[config.mk]
export PLATFORM = sky130hd
export DESIGN_NAME = i2c_stat_ctrl
export DESIGN_NICKNAME = d
export VERILOG_FILES = /design/src/rtl/i2c_stat_pkg.sv /design/src/rtl/i2c_stat_mode.sv /design/src/rtl/i2c_stat_bus.sv /design/src/rtl/i2c_stat_flags.sv /design/src/rtl/i2c_stat_ctrl.sv
export SDC_FILE = /design/constraint.sdc
export NUM_CORES = 1
export LEC_CHECK = 0
export ABC_AREA = 1
export CELL_PAD_IN_SITES_DETAIL_PLACEMENT = 1
export CELL_PAD_IN_SITES_GLOBAL_PLACEMENT = 1
export CORE_ASPECT_RATIO = 2
export CORE_MARGIN = 2
export CORE_UTILIZATION = 17
export DETAILED_ROUTE_END_ITERATION = 8
export GPL_ROUTABILITY_DRIVEN = 0
export HOLD_SLACK_MARGIN = 0.03
export PLACE_DENSITY_LB_ADDON = 0.12
export SETUP_SLACK_MARGIN = 0.2
export SLEW_MARGIN = 10
export SYNTH_ARGS = -nofsm -noshare
export SYNTH_HDL_FRONTEND = slang
export SYNTH_SLANG_ARGS = --single-unit
[constraint.sdc]
create_clock -name clk -period 1 [get_ports clk]
set_clock_uncertainty 0.2 [all_clocks]
set_input_delay 0.25 -clock clk [delete_from_list [all_inputs] [get_ports clk]]
set_output_delay 0.25 -clock clk [all_outputs]
set_load 0.01 [all_outputs]
[src/rtl/i2c_stat_pkg.sv]
package i2c_stat_pkg;
   localparam int STAT_W  = 8;
   localparam int B_MST   = 7;
   localparam int B_TRX   = 6;
   localparam int B_BB    = 5;
   localparam int B_PIN_N = 4;
   localparam int B_AL    = 3;
   localparam int B_AAS   = 2;
   localparam int SW_LSB  = 4;

   typedef struct packed {
      logic start;
      logic stop;
      logic arb_lost;
      logic byte_done;
      logic nack;
      logic dup_start;
   } bus_ev_t;
endpackage

[src/rtl/i2c_stat_mode.sv]
module i2c_stat_mode
   import i2c_stat_pkg::*;
(
   input  logic    clk,
   input  logic    rst_n,
   input  logic    wr_en,
   input  logic    wr_mst,
   input  logic    wr_trx,
   input  bus_ev_t ev,
   output logic    mst,
   output logic    trx
);
   logic arb_pend;
   logic mst_clr, trx_clr;

   // master drops at once on stop or suppressed start; after a lost
   // arbitration it waits for the byte in flight to finish
   assign mst_clr = ev.stop | ev.dup_start | (ev.byte_done & (arb_pend | ev.arb_lost));
   assign trx_clr = ev.arb_lost | ev.stop | (~mst & (ev.start | ev.nack));

   always_ff @(posedge clk or negedge rst_n) begin
      if (!rst_n) begin
         arb_pend <= 1'b0;
      end else if (ev.byte_done || ev.stop) begin
         arb_pend <= 1'b0;
      end else if (ev.arb_lost) begin
         arb_pend <= 1'b1;
      end
   end

   always_ff @(posedge clk or negedge rst_n) begin
      if (!rst_n) begin
         mst <= 1'b0;
      end else if (mst_clr) begin
         mst <= 1'b0;
      end else if (wr_en) begin
         mst <= wr_mst;
      end
   end

   always_ff @(posedge clk or negedge rst_n) begin
      if (!rst_n) begin
         trx <= 1'b0;
      end else if (trx_clr) begin
         trx <= 1'b0;
      end else if (wr_en) begin
         trx <= wr_trx;
      end
   end
endmodule

[src/rtl/i2c_stat_bus.sv]
module i2c_stat_bus
   import i2c_stat_pkg::*;
(
   input  logic    clk,
   input  logic    rst_n,
   input  logic    wr_en,
   input  logic    wr_bb,
   input  logic    wr_pin_n,
   input  logic    dat_wr,
   input  bus_ev_t ev,
   output logic    bb,
   output logic    pin_n
);
   always_ff @(posedge clk or negedge rst_n) begin
      if (!rst_n) begin
         bb <= 1'b0;
      end else if (ev.stop) begin
         bb <= 1'b0;
      end else if (ev.start) begin
         bb <= 1'b1;
      end else if (wr_en) begin
         bb <= wr_bb;
      end
   end

   always_ff @(posedge clk or negedge rst_n) begin
      if (!rst_n) begin
         pin_n <= 1'b1;
      end else if (ev.byte_done) begin
         pin_n <= 1'b0;
      end else if (dat_wr) begin
         pin_n <= 1'b1;
      end else if (wr_en) begin
         pin_n <= wr_pin_n;
      end
   end
endmodule

[src/rtl/i2c_stat_flags.sv]
module i2c_stat_flags
   import i2c_stat_pkg::*;
#(
   parameter int ADDR_W            = 7,
   parameter bit MATCH_CLR_ON_STOP = 1'b1
) (
   input  logic              clk,
   input  logic              rst_n,
   input  bus_ev_t           ev,
   input  logic              addr_vld,
   input  logic [ADDR_W-1:0] rx_addr,
   input  logic [ADDR_W-1:0] own_addr,
   output logic              al,
   output logic              aas
);
   logic hit;
   logic aas_clr;

   assign hit = (rx_addr == own_addr);

   generate
      if (MATCH_CLR_ON_STOP) begin : g_clr_stop
         assign aas_clr = ev.stop;
      end else begin : g_keep
         assign aas_clr = 1'b0;
      end
   endgenerate

   always_ff @(posedge clk or negedge rst_n) begin
      if (!rst_n) begin
         al <= 1'b0;
      end else if (ev.arb_lost) begin
         al <= 1'b1;
      end else if (ev.start) begin
         al <= 1'b0;
      end
   end

   always_ff @(posedge clk or negedge rst_n) begin
      if (!rst_n) begin
         aas <= 1'b0;
      end else if (aas_clr) begin
         aas <= 1'b0;
      end else if (addr_vld) begin
         aas <= hit;
      end
   end
endmodule

[src/rtl/i2c_stat_ctrl.sv]
module i2c_stat_ctrl
   import i2c_stat_pkg::*;
#(
   parameter int ADDR_W            = 7,
   parameter bit MATCH_CLR_ON_STOP = 1'b1
) (
   input  logic              clk,
   input  logic              rst_n,
   input  logic              stat_we,
   input  logic [7:0]        stat_wdata,
   input  logic              dat_wr,
   input  logic              ev_start,
   input  logic              ev_stop,
   input  logic              ev_arb_lost,
   input  logic              ev_byte_done,
   input  logic              ev_nack,
   input  logic              ev_dup_start,
   input  logic              addr_vld,
   input  logic [ADDR_W-1:0] rx_addr,
   input  logic [ADDR_W-1:0] own_addr,
   output logic [7:0]        stat_rdata,
   output logic              irq
);
   localparam int RO_W = SW_LSB;

   generate
      if (ADDR_W < 1 || ADDR_W > 10) begin : g_bad_addr_w
         $error("i2c_stat_ctrl: ADDR_W out of range");
      end
      if (STAT_W != 8 || RO_W != 4) begin : g_bad_layout
         $error("i2c_stat_ctrl: status layout mismatch");
      end
   endgenerate

   bus_ev_t ev;
   logic    mst, trx, bb, pin_n, al, aas;

   assign ev = '{start:     ev_start,
                 stop:      ev_stop,
                 arb_lost:  ev_arb_lost,
                 byte_done: ev_byte_done,
                 nack:      ev_nack,
                 dup_start: ev_dup_start};

   i2c_stat_mode u_mode (
      .clk    (clk),
      .rst_n  (rst_n),
      .wr_en  (stat_we),
      .wr_mst (stat_wdata[B_MST]),
      .wr_trx (stat_wdata[B_TRX]),
      .ev     (ev),
      .mst    (mst),
      .trx    (trx)
   );

   i2c_stat_bus u_bus (
      .clk      (clk),
      .rst_n    (rst_n),
      .wr_en    (stat_we),
      .wr_bb    (stat_wdata[B_BB]),
      .wr_pin_n (stat_wdata[B_PIN_N]),
      .dat_wr   (dat_wr),
      .ev       (ev),
      .bb       (bb),
      .pin_n    (pin_n)
   );

   i2c_stat_flags #(
      .ADDR_W            (ADDR_W),
      .MATCH_CLR_ON_STOP (MATCH_CLR_ON_STOP)
   ) u_flags (
      .clk      (clk),
      .rst_n    (rst_n),
      .ev       (ev),
      .addr_vld (addr_vld),
      .rx_addr  (rx_addr),
      .own_addr (own_addr),
      .al       (al),
      .aas      (aas)
   );

   always_comb begin
      stat_rdata          = '0;
      stat_rdata[B_MST]   = mst;
      stat_rdata[B_TRX]   = trx;
      stat_rdata[B_BB]    = bb;
      stat_rdata[B_PIN_N] = pin_n;
      stat_rdata[B_AL]    = al;
      stat_rdata[B_AAS]   = aas;
   end

   assign irq = ~pin_n;
endmodule

==> summary.txt <==
Status
  • Status: finished with violations
  • Failing checks: negative setup slack

Global routing
  • First-pass GRT wire length: 2370 um
  • Initial antenna violation count: 0
  • Gr usage total: 0.0951
  • Vias in the first global route: 578
  • Global route overflow: 0
  • Largest net degree at the start of global routing: 8

Logic synthesis
  • Area contributors post-synth: dfrtp_1 (31%), buf_4 (12%), nand2_1 (12%), inv_1 (9.2%), nor2_1 (6.1%)
  • Post-synthesis cell area: 489 sq um
  • Syn. warnings: 0
  • #FFs+latches synth: 7
  • Yosys top cell by area: dfrtp_1
  • Top cell type's share of synthesized area: 0.307
  • Cells after Synth: 67
  • Syn Area/Cell: 7.30 sq um
  • Register area share after synthesis: 0.361
  • Netlist cell types: 15

Timing
  • Final WS setup: -345 ps
  • Setup tns final: -1690 ps
  • Period utilisation layout: 1.35
  • RSZ-0062 raised after global routing: true
  • Max Slew Vio Count: 0
  • Min Clock Period, post-route: 1350 ps
  • Final hold vios: 0
  • Fmax: 0.743 GHz
  • Final Setup Violations: 9

Route
  • Final ANT Viol Nets: 0
  • Routed wire length: 1460 um
  • Vias/cell: 4.05
  • Routed len/inst: 10.8 um
  • DR vias: 551
  • TritonRoute pass-1 iters: 1
  • 1st-iter DRT viols: 0
  • DRC errors left: 0

Floorplan
  • Core Rows: 27
  • Die area: 3350 sq um
  • Die W: 41.9 um
  • Initial Utilization: 0.179
  • Die Y: 79.9 um
  • Area of the core: 2740 sq um
  • IO Pins: 42

Clock tree
  • Worst-path clk slew: 40 ps
  • Clock tree sinks: 7
  • CTS Buf Count: 3
  • CTS Root Cell: clkbuf_8
  • CTS Buffer Depth: 2
  • CTS tree: done
  • Hold_buf cts: 0
  • Worst skew pair latency: 220 ps
  • # H-tree levels: 1

Pwr
  • Sw Share: 0.243
  • Tot Pwr: 0.000971 W
  • Sequential Power Share: 0.319
  • Switching pwr: 0.000236 W
  • Pwr dens: 1040 nW/um^2
  • Leak: 0.490 nW
  • P_int: 0.000734 W
  • Clock Power Share: 0.404
  • Maximum vdd drop: 0.399 mV
  • Comb power frac: 0.277

Place
  • Hpwl dp: 1220 um
  • Port bufs: 35
  • Placed cell areas: 870 sq um

Critical path
  • Crit path required time: 550 ps
  • CP endpoint: irq
  • Crit path depth: 2
  • Crit. End Element: output pin
  • CP Class: reg2out
  • CP delay by family, top: flip-flops
  • Worst reg2reg path depth: 4
  • Setup crit start: u_bus.pin_n
  • FF-to-FF setup slack: -40 ps
  • CP max-delay cell: dfstp_2
  • Startpoint Class: register
  • Crit-path max FO: 3
  • Reg2reg end: u_mode.trx
  • CP max stage delay: 530 ps
  • CP Data Arrival Time: 900 ps
  • Worst flop-to-flop path startpoint: u_mode.trx
  • Crit path buf inv count: 2
  • Worst-path cell chain: inv_2, buf_6

Final layout
  • Number of diodes: 0
  • Fin area: 935 sq um
  • Layout cells sized above 1: 0.523
  • Fillers: 353
  • Area Overhead vs Synth: 91.0%
  • Final #Nets: 141
  • Post-layout util: 0.342

Worst hold path
  • Hold Path Origin: ev_start
  • Worst hold path class: in2reg

Job
  • Max Cap Violations: 0
-- synth_stat cells --
| master | n |
|---|---|
| conb_1 | 1 |
| o21ai_0 | 2 |
| nor2_1 | 8 |
| nand2_1 | 16 |
| mux2i_1 | 1 |
| xor2_1 | 1 |
| dfstp_2 | 1 |
| nor3_1 | 1 |
| xnor2_1 | 3 |
| a21oi_1 | 4 |
| dfrtp_1 | 6 |
| a21oi_2 | 1 |
| buf_4 | 8 |
| nor4_2 | 2 |
| inv_1 | 12 |
-- how the worst min path moves through the flow --
stage | to | depth (start not counted)
after CTS | u_bus.pin_n | 2
after detailed placement | u_bus.pin_n | 2
after global routing | u_flags.al | 2
final | u_flags.al | 2
after global placement | u_bus.pin_n | 2
after floorplan | u_bus.bb | 0
-- power by group through the flow --
stage	clock [W]	sequential, W	combinational [W]
2_1_floorplan	0	0.000313	0.000106
3_3_place_gp	0	0.000311	0.000261
3_5_place_dp	0	0.000312	0.000265
4_1_cts	0.000405	0.000309	0.000261
5_1_grt	0.000429	0.000312	0.000295
6_report	0.000392	0.000310	0.000269
-- cell usage in the layout, fill, tap and decap left out, types with 2 or more instances in the layout --
master,Yosys,final
nand2_1,16,16
dlygate4sd2_1,0,4
inv_1,12,5
inv_2,0,7
conb_1,1,2
a21oi_1,4,2
nor4_2,2,2
buf_2,0,13
clkdlybuf4s50_1,0,6
nor2_2,0,3
clkdlybuf4s15_1,0,2
o21ai_2,0,2
xnor2_2,0,3
dfrtp_1,6,6
clkbuf_8,0,3
buf_6,0,12
buf_4,8,4
a21oi_2,1,3
nor2_1,8,5
-- registers in the layout (all words and copies together), names as in the netlist --
name and flops:
u_bus.pin_n 1, u_flags.al 1, u_flags.aas 1, u_mode.mst 1, u_bus.bb 1, u_mode.arb_pend 1
u_mode.trx 1
-- metal layers --
layer	track usage	vias to the layer above	part of all wire
met4	0.0581	0	0.025
met2	0.189	27	0.60
met3	0.0271	5	0.074
met5	0	-	0
li1	-	272	-
met1	0.0768	247	0.30
-- cells by family (layout without fill, tap and decap cells) --
kind of cell,Yosys count,in the layout,share of synthesized area
AOI/OAI and AO/OA,7,7,0.0793
xor gates and xnor gates,4,4,0.0716
buffers and inverters,20,59,0.215
DFF,7,7,0.361
muxes,1,1,0.0205
other,1,2,0.00767
and+or+nand+nor,27,27,0.246
-- cell type report --
| cell class | instances | area [sq um] | area share |
|---|---|---|---|
| Multi-Input combinational cell | 41 | 262 | 0.280 |
| Inverter | 12 | 45.0 | 0.0482 |
| Clock buffer | 4 | 45.0 | 0.0482 |
| Tap cell | 29 | 36.3 | 0.0388 |
| Sequential cell | 7 | 176 | 0.189 |
| Timing Repair Buffer | 43 | 370 | 0.396 |
-- repair_timing --
action / CTS / global route
pin swaps: 20 / 3
buffers inserted: 1 / 2
endpoints found under the setup margin: 14 / 14
resized for setup: 120 / 6
gates cloned: 0 / 0
-- metrics by stage --
| step | instances | hold WS, ps | setup WS [ps] |
|---|---|---|---|
| detailed placement | 129 | 280 | -510 |
| global placement | 129 | 277 | -488 |
| global route | 136 | 62.0 | -383 |
| finish | 136 | 45.6 | -345 |
| floorplan | 68 | -246 | -65.2 |
| CTS | 134 | 114 | -362 |
Note: power is estimated with default switching activity, not from simulation.
